### src/rtl/nlr_pkg.sv
package nlr_pkg;
  localparam logic [7:0] CMD_RNG_OPEN  = 8'h23;
  localparam logic [7:0] CMD_RNG_CLOSE = 8'h24;
  localparam logic [7:0] CMD_SHUT_ALL  = 8'h2A;
  localparam logic [7:0] CMD_FREEZE    = 8'h2C;
  localparam logic [7:0] CMD_QUERY     = 8'h7A;

  typedef enum logic [2:0] {
    D_IDLE, D_OPEN_ADR, D_WAIT_CLOSE, D_CLOSE_ADR, D_QRY_ADR
  } dec_st_e;

  // block b is writable when the window is enabled and lo <= b <= hi
  function automatic logic blk_open(input logic en, input logic [31:0] lo,
                                    input logic [31:0] hi, input logic [31:0] b);
    return en && (b >= lo) && (b <= hi);
  endfunction

  function automatic logic [1:0] stat_enc(input logic frozen, input logic open);
    return {frozen, open};
  endfunction
endpackage

### src/rtl/nlr_cmd_dec.sv
module nlr_cmd_dec
  import nlr_pkg::*;
#(
  parameter int BLK_W      = 11,
  parameter int ADDR_BYTES = 2
) (
  input  logic             clk,
  input  logic             rst_n,
  input  logic             bus_vld,
  input  logic             bus_cmd,
  input  logic [7:0]       bus_byte,
  output logic             commit_ev,
  output logic [BLK_W-1:0] commit_lo,
  output logic [BLK_W-1:0] commit_hi,
  output logic             shut_ev,
  output logic             freeze_ev,
  output logic             query_ev,
  output logic [BLK_W-1:0] ev_blk
);
  localparam int ACC_W  = 8 * ADDR_BYTES;
  localparam int HOLD_W = (ADDR_BYTES > 1) ? 8 * (ADDR_BYTES - 1) : 1;
  localparam int CNT_W  = $clog2(ADDR_BYTES) + 1;
  localparam logic [CNT_W-1:0] LAST_IDX = CNT_W'(ADDR_BYTES - 1);

  dec_st_e          st_q, st_d;
  logic [CNT_W-1:0] cnt_q;
  logic [HOLD_W-1:0] hold_q;
  logic [ACC_W-1:0] acc_nxt;
  logic [BLK_W-1:0] start_q;
  logic             is_cmd, is_adr, collecting, adr_done;

  assign is_cmd     = bus_vld && bus_cmd;
  assign is_adr     = bus_vld && !bus_cmd;
  assign collecting = (st_q == D_OPEN_ADR) || (st_q == D_CLOSE_ADR) || (st_q == D_QRY_ADR);

  generate
    if (ADDR_BYTES > 1) begin : g_multi
      assign acc_nxt = {bus_byte, hold_q};
    end else begin : g_single
      assign acc_nxt = bus_byte;
    end
  endgenerate

  assign ev_blk    = BLK_W'(acc_nxt);
  assign adr_done  = is_adr && collecting && (cnt_q == LAST_IDX);
  assign commit_ev = adr_done && (st_q == D_CLOSE_ADR);
  assign commit_lo = start_q;
  assign commit_hi = ev_blk;
  assign query_ev  = adr_done && (st_q == D_QRY_ADR);
  assign shut_ev   = is_cmd && (bus_byte == CMD_SHUT_ALL);
  assign freeze_ev = is_cmd && (bus_byte == CMD_FREEZE);

  always_comb begin
    st_d = st_q;
    if (is_cmd) begin
      case (bus_byte)
        CMD_RNG_OPEN:  st_d = D_OPEN_ADR;
        CMD_RNG_CLOSE: st_d = (st_q == D_WAIT_CLOSE) ? D_CLOSE_ADR : D_IDLE;
        CMD_QUERY:     st_d = D_QRY_ADR;
        default:       st_d = D_IDLE;
      endcase
    end else if (adr_done) begin
      st_d = (st_q == D_OPEN_ADR) ? D_WAIT_CLOSE : D_IDLE;
    end
  end

  always_ff @(posedge clk) begin
    if (!rst_n) begin
      st_q    <= D_IDLE;
      cnt_q   <= '0;
      hold_q  <= '0;
      start_q <= '0;
    end else begin
      st_q <= st_d;
      if (is_cmd || adr_done) cnt_q <= '0;
      else if (is_adr && collecting) cnt_q <= cnt_q + 1'b1;
      if (is_adr && collecting) hold_q <= HOLD_W'(acc_nxt >> 8);
      if (adr_done && (st_q == D_OPEN_ADR)) start_q <= ev_blk;
    end
  end
endmodule

### src/rtl/nlr_prot_state.sv
module nlr_prot_state #(
  parameter int BLK_W   = 11,
  parameter int TWW_CYC = 5
) (
  input  logic             clk,
  input  logic             rst_n,
  input  logic             wp_n,
  input  logic             commit_ev,
  input  logic [BLK_W-1:0] commit_lo,
  input  logic [BLK_W-1:0] commit_hi,
  input  logic             shut_ev,
  input  logic             freeze_ev,
  output logic             rng_en,
  output logic [BLK_W-1:0] rng_lo,
  output logic [BLK_W-1:0] rng_hi,
  output logic             frozen,
  output logic             wp_clear
);
  localparam int GW = $clog2(TWW_CYC + 1);
  localparam logic [GW-1:0] GUARD_LOAD = GW'(TWW_CYC);

  logic [GW-1:0] guard_q;

  assign wp_clear = wp_n && (guard_q == '0);

  always_ff @(posedge clk) begin
    if (!rst_n) begin
      rng_en  <= 1'b0;
      rng_lo  <= '0;
      rng_hi  <= '0;
      frozen  <= 1'b0;
      guard_q <= '0;
    end else begin
      if (!wp_n) frozen <= 1'b0;
      else if (freeze_ev) frozen <= 1'b1;

      if (!frozen) begin
        if (commit_ev) begin
          rng_lo <= commit_lo;
          rng_hi <= commit_hi;
          rng_en <= (commit_hi >= commit_lo);
        end else if (shut_ev) begin
          rng_en <= 1'b0;
        end
      end

      if (!wp_n) guard_q <= GUARD_LOAD;
      else if (guard_q != '0) guard_q <= guard_q - 1'b1;
    end
  end
endmodule

### src/rtl/nlr_op_gate.sv
module nlr_op_gate
  import nlr_pkg::*;
#(
  parameter int BLK_W    = 11,
  parameter int BUSY_CYC = 4
) (
  input  logic             clk,
  input  logic             rst_n,
  input  logic             op_req,
  input  logic [BLK_W-1:0] op_blk,
  input  logic             rng_en,
  input  logic [BLK_W-1:0] rng_lo,
  input  logic [BLK_W-1:0] rng_hi,
  input  logic             wp_clear,
  output logic             lock_hit,
  output logic             op_grant,
  output logic             op_deny,
  output logic             dummy_busy
);
  localparam int BW = $clog2(BUSY_CYC + 1);
  localparam logic [BW-1:0] BUSY_LOAD = BW'(BUSY_CYC);

  logic          blk_ok, pass;
  logic [BW-1:0] busy_q;

  assign blk_ok     = blk_open(rng_en, 32'(rng_lo), 32'(rng_hi), 32'(op_blk));
  assign pass       = op_req && wp_clear && blk_ok;
  assign lock_hit   = op_req && wp_clear && !blk_ok;
  assign dummy_busy = (busy_q != '0);

  always_ff @(posedge clk) begin
    if (!rst_n) begin
      op_grant <= 1'b0;
      op_deny  <= 1'b0;
      busy_q   <= '0;
    end else begin
      op_grant <= pass;
      op_deny  <= op_req && !pass;
      if (lock_hit) busy_q <= BUSY_LOAD;
      else if (busy_q != '0) busy_q <= busy_q - 1'b1;
    end
  end
endmodule

### src/rtl/nlr_lock_ctrl.sv
module nlr_lock_ctrl
  import nlr_pkg::*;
#(
  parameter int BLK_W      = 11,
  parameter int ADDR_BYTES = 2,
  parameter int TWW_CYC    = 5,
  parameter int BUSY_CYC   = 4
) (
  input  logic             clk,
  input  logic             rst_n,
  input  logic             bus_vld,
  input  logic             bus_cmd,
  input  logic [7:0]       bus_byte,
  input  logic             wp_n,
  input  logic             op_req,
  input  logic [BLK_W-1:0] op_blk,
  output logic             op_grant,
  output logic             op_deny,
  output logic             dummy_busy,
  output logic             stat_valid,
  output logic [1:0]       stat_code
);
  logic             commit_ev, shut_ev, freeze_ev, query_ev;
  logic [BLK_W-1:0] commit_lo, commit_hi, ev_blk;
  logic             rng_en, frozen, wp_clear, lock_hit;
  logic [BLK_W-1:0] rng_lo, rng_hi;

  nlr_cmd_dec #(.BLK_W(BLK_W), .ADDR_BYTES(ADDR_BYTES)) u_dec (
    .clk(clk), .rst_n(rst_n), .bus_vld(bus_vld), .bus_cmd(bus_cmd), .bus_byte(bus_byte),
    .commit_ev(commit_ev), .commit_lo(commit_lo), .commit_hi(commit_hi),
    .shut_ev(shut_ev), .freeze_ev(freeze_ev), .query_ev(query_ev), .ev_blk(ev_blk)
  );

  nlr_prot_state #(.BLK_W(BLK_W), .TWW_CYC(TWW_CYC)) u_state (
    .clk(clk), .rst_n(rst_n), .wp_n(wp_n),
    .commit_ev(commit_ev), .commit_lo(commit_lo), .commit_hi(commit_hi),
    .shut_ev(shut_ev), .freeze_ev(freeze_ev),
    .rng_en(rng_en), .rng_lo(rng_lo), .rng_hi(rng_hi), .frozen(frozen), .wp_clear(wp_clear)
  );

  nlr_op_gate #(.BLK_W(BLK_W), .BUSY_CYC(BUSY_CYC)) u_gate (
    .clk(clk), .rst_n(rst_n), .op_req(op_req), .op_blk(op_blk),
    .rng_en(rng_en), .rng_lo(rng_lo), .rng_hi(rng_hi), .wp_clear(wp_clear),
    .lock_hit(lock_hit), .op_grant(op_grant), .op_deny(op_deny), .dummy_busy(dummy_busy)
  );

  always_ff @(posedge clk) begin
    if (!rst_n) begin
      stat_valid <= 1'b0;
      stat_code  <= 2'b00;
    end else begin
      stat_valid <= query_ev;
      if (query_ev)
        stat_code <= stat_enc(frozen, blk_open(rng_en, 32'(rng_lo), 32'(rng_hi), 32'(ev_blk)));
    end
  end
endmodule

### config.mk
export PLATFORM = sky130hd
export DESIGN_NAME = nlr_lock_ctrl
export DESIGN_NICKNAME = d
export VERILOG_FILES = /design/src/rtl/nlr_pkg.sv /design/src/rtl/nlr_cmd_dec.sv /design/src/rtl/nlr_prot_state.sv /design/src/rtl/nlr_op_gate.sv /design/src/rtl/nlr_lock_ctrl.sv
export SDC_FILE = /design/constraint.sdc
export NUM_CORES = 1
export LEC_CHECK = 0
export BUFFER_PORTS_ARGS = -buffer_cell sky130_fd_sc_hd__buf_2
export CORE_ASPECT_RATIO = 0.6
export CORE_UTILIZATION = 40
export DETAILED_ROUTE_END_ITERATION = 6
export PLACE_DENSITY_LB_ADDON = 0.08
export RECOVER_POWER = 100
export REMOVE_ABC_BUFFERS = 1
export SYNTH_ARGS = -nofsm -noshare
export SYNTH_HDL_FRONTEND = slang
export SYNTH_SLANG_ARGS = --single-unit
export TNS_END_PERCENT = 10
### constraint.sdc
create_clock -name clk -period 2.3 [get_ports clk]
set_input_delay 0 -clock clk [delete_from_list [all_inputs] [get_ports clk]]
set_output_delay 0 -clock clk [all_outputs]
set_load 0.005 [all_outputs]
==> summary.txt <==
Timing
  – Final Critical Period: 1.95 ns
  – Final hold violations: 0
  – RSZ-0062 raised after global routing: no
  – Max-Slew Margin vs Limit: 0.380
  – Period utilization: 0.847
  – F_max: between 0.5 and 0.6 GHz
  – Slew @ Worst Pin: 0.931 ns
  – # setup viols final: 0
  – Setup tns final: 0 ns
  – Clock Skew: 0.00574 ns
  – Max-slew violation count: 0

Power
  – Total Power: 2890 uW
  – Pwr dens: approximately 670 nW/um^2
  – VDD IR max: between 0.0003 and 0.0004 V
  – LEAKAGE: 0.00179 uW

Critical path
  – CP Capture Type: register
  – Worst r2r path cells: 5
  – Slowest-stage cell, CP: clkbuf_1
  – Crit-path leading delay family: buffers and inverters
  – Sum of buffers and inverters on the critical path: 1
  – Worst EP arrival: 2.13 ns
  – R2r setup slk: 0.35 ns
  – CP Launch Type: register
  – Worst r2r src: u_dec.st_q[2]$_SDFFE_PN0P_
  – Crit path kind: reg2reg
  – Worst-path cell chain: and2b_1 > o21ai_0 > clkbuf_1 > mux2i_1 > nor2_1
  – Crit path required time: about 2.5 ns
  – CP Max Fanout: 11
  – Worst R2R End: u_dec.hold_q[2]$_SDFFE_PN0N_
  – Largest stage delay, worst path: ~0.65 ns

Clock network
  – CTS Sinks: 59
  – Number of gates resized after CTS: 0
  – Clock Pin Slew Worst Setup and Hold Paths: around 0.050 ns
  – Max clock buf depth: 2
  – H-tree Lvls: 3
  – CTS Buf Count: 9
  – Hold_buf cts: 8
  – Postcts setup bufs: 0
  – Root buffer cell: clkbuf_16
  – CTS tree: built
  – Worst-Skew Late Latency: approximately 0.33 ns

Yosys
  – Post-synth top area cell: dfxtp_1
  – Top post-synthesis cells by area: dfxtp_1, ha_1, a21oi_1
  – Synth Register Bits: between 50 and 60
  – Mean Syn Cell Area: 8.40 sq um
  – Share of the synthesized area in the top cell type: 0.323
  – Count of cell types in the netlist: 57
  – Synth Warn #: 0
  – Ys async rst share: 0
  – Post-synth top cells: a21oi_1, ha_1, nand2_1
  – Seq/Total Area, Yosys: 0.323
  – EDFF count, synth: 0
  – Mapped Area: 3660 sq um
  – Most common flop cell mapped by yosys: dfxtp_1
  – Synth Instances: roughly 440

GRT
  – Global Route Usage Sum: 0.218
  – Vias in the first global route: roughly 3000
  – First-pass GRT wire length: ~16 mm
  – Largest net degree at the start of global routing: 40
  – Initial antenna violation count: 0
  – Total global routing overflow: 0

Final layout
  – Final Util: 0.498
  – Nets: 568
  – Area Growth Syn to Fin: 18.1%
  – Final Instance Count excl. Fillers: 599
  – # diodes: 0
  – Fraction of layout cells with a size suffix above 1: 0.164

Floorplanning
  – Placement Rows: 26
  – Height of the die: roughly 76 um
  – Starting Density: 0.421
  – Die width: 126 um
  – CORE AREA: 8690 sq um
  – Die footprint: 9550 sq um
  – Top Ports: 31

Run
  – MaxCap Viol Count: 0

Worst hold path
  – Min-Delay Endpoint: u_dec.hold_q[3]$_SDFFE_PN0N_
  – Hold path startpoint: bus_byte[3]
  – Hold WC Path Type: in2reg
  – Worst hold path depth: 3

Outcome
  – Failing checks: design-rule violations
  – Outcome: finished, violations left

Route
  – Total number of vias: ~3000
  – Final ANT Viol Nets: 0
  – Drt drc: 2
  – Total Routed Length: around 9.4 mm
  – Initial drt markers: between 150 and 200
  – Wirelength per Cell: between 15 and 20 um
  – First-pass DRT Iterations: 6
  – DR vias/cell: around 5.1

Placement
  – Final GP Congestion: 0.872
  – Placed insts: around 580
  – I/O Buffers: 30
  – HPWL after DPL: around 7.2 mm
## power breakdown
part / switching [uW] / internal (uW)
sequential: 15.2 / 1050
combinational: 191 / 150
clock: 475 / 1000
## worst reg2reg max path, delay by kind of cell (launching register included)
kind	cells	cell delay (ns)
buf+inv	1	0.65
flops	1	0.38
compound gates	1	0.26
mux	1	0.26
simple gates	2	0.25
## layout by cell type, fill, tap and decap left out, types with 8 or more instances in the layout
cell type	n
a21oi_1	61
ha_1	61
nand2_1	60
dfxtp_1	59
inv_1	42
buf_2	28
nor2_1	26
nand2_2	20
mux2i_1	10
clkbuf_16	9
o21ai_0	8
a21o_1	8
dlygate4sd3_1	8
## kinds of logic after synthesis
group,count (synthesis),synth area share
adders and majority gates,61,0.208
xor gates and xnor gates,3,0.00718
muxes,10,0.0273
DFF,59,0.323
buffers and inverters,57,0.0663
AOI/OAI and AO/OA,98,0.161
and+or+nand+nor,148,0.207
## final cells by class
cell class                 count  area [sq um]
clock buffer                  12           256
tap                          112           140
clock inverter                 4          72.6
sequential                    59          1180
inverter                      45           169
multi-input combinational    320          2210
timing repair buffer          47           289
fill                         847          4360
## worst max-delay path by stage
| stage | start | to | slack [ns] | cells past startpoint |
|---|---|---|---|---|
| finish | u_dec.st_q[2]$_SDFFE_PN0P_ | u_dec.hold_q[2]$_SDFFE_PN0N_ | 0.35 | 5 |
| global route | rst_n | u_gate.busy_q[1]$_SDFFE_PP0P_ | 0.20 | 5 |
| CTS | u_state.rng_hi[8]$_SDFFE_PN0P_ | u_gate.op_grant$_SDFF_PN0_ | 0.38 | 8 |
| detailed placement | u_state.rng_hi[8]$_SDFFE_PN0P_ | u_gate.op_grant$_SDFF_PN0_ | 0.39 | 8 |
| global placement | u_state.rng_hi[6]$_SDFFE_PN0P_ | u_gate.op_grant$_SDFF_PN0_ | 0.44 | 8 |
| floorplan | u_state.rng_hi[6]$_SDFFE_PN0P_ | u_gate.op_grant$_SDFF_PN0_ | 0.54 | 8 |
## per-stage QoR
stage               setup WS (ns)  area, sq um  hold slack, ns
floorplan                   0.539         3590          0.0918
global placement            0.435         3960           0.232
detailed placement          0.390         3960           0.233
CTS                         0.382         4370          0.0156
global route                0.202         4320          0.0418
finish                      0.351         4320          0.0152
## routing by layer
layer	vias up	routed length, um	track usage
met2	62	3560	0.292
met1	1373	5140	0.330
li1	1591	-	-
met4	0	91	0.0720
met3	8	639	0.0555
met5	-	0	0
## flip-flops by register name, summed over array words and instances (netlist names)
signal / cells
stat_code: 2
stat_valid: 1
u_dec.cnt_q: 2
u_dec.commit_lo: 11
u_dec.hold_q: 8
u_dec.st_q: 3
u_gate.busy_q: 3
u_gate.op_deny: 1
u_gate.op_grant: 1
u_state.frozen: 1
u_state.guard_q: 3
u_state.rng_en: 1
u_state.rng_hi: 11
u_state.rng_lo: 11
(Power assumes the default switching activity.)
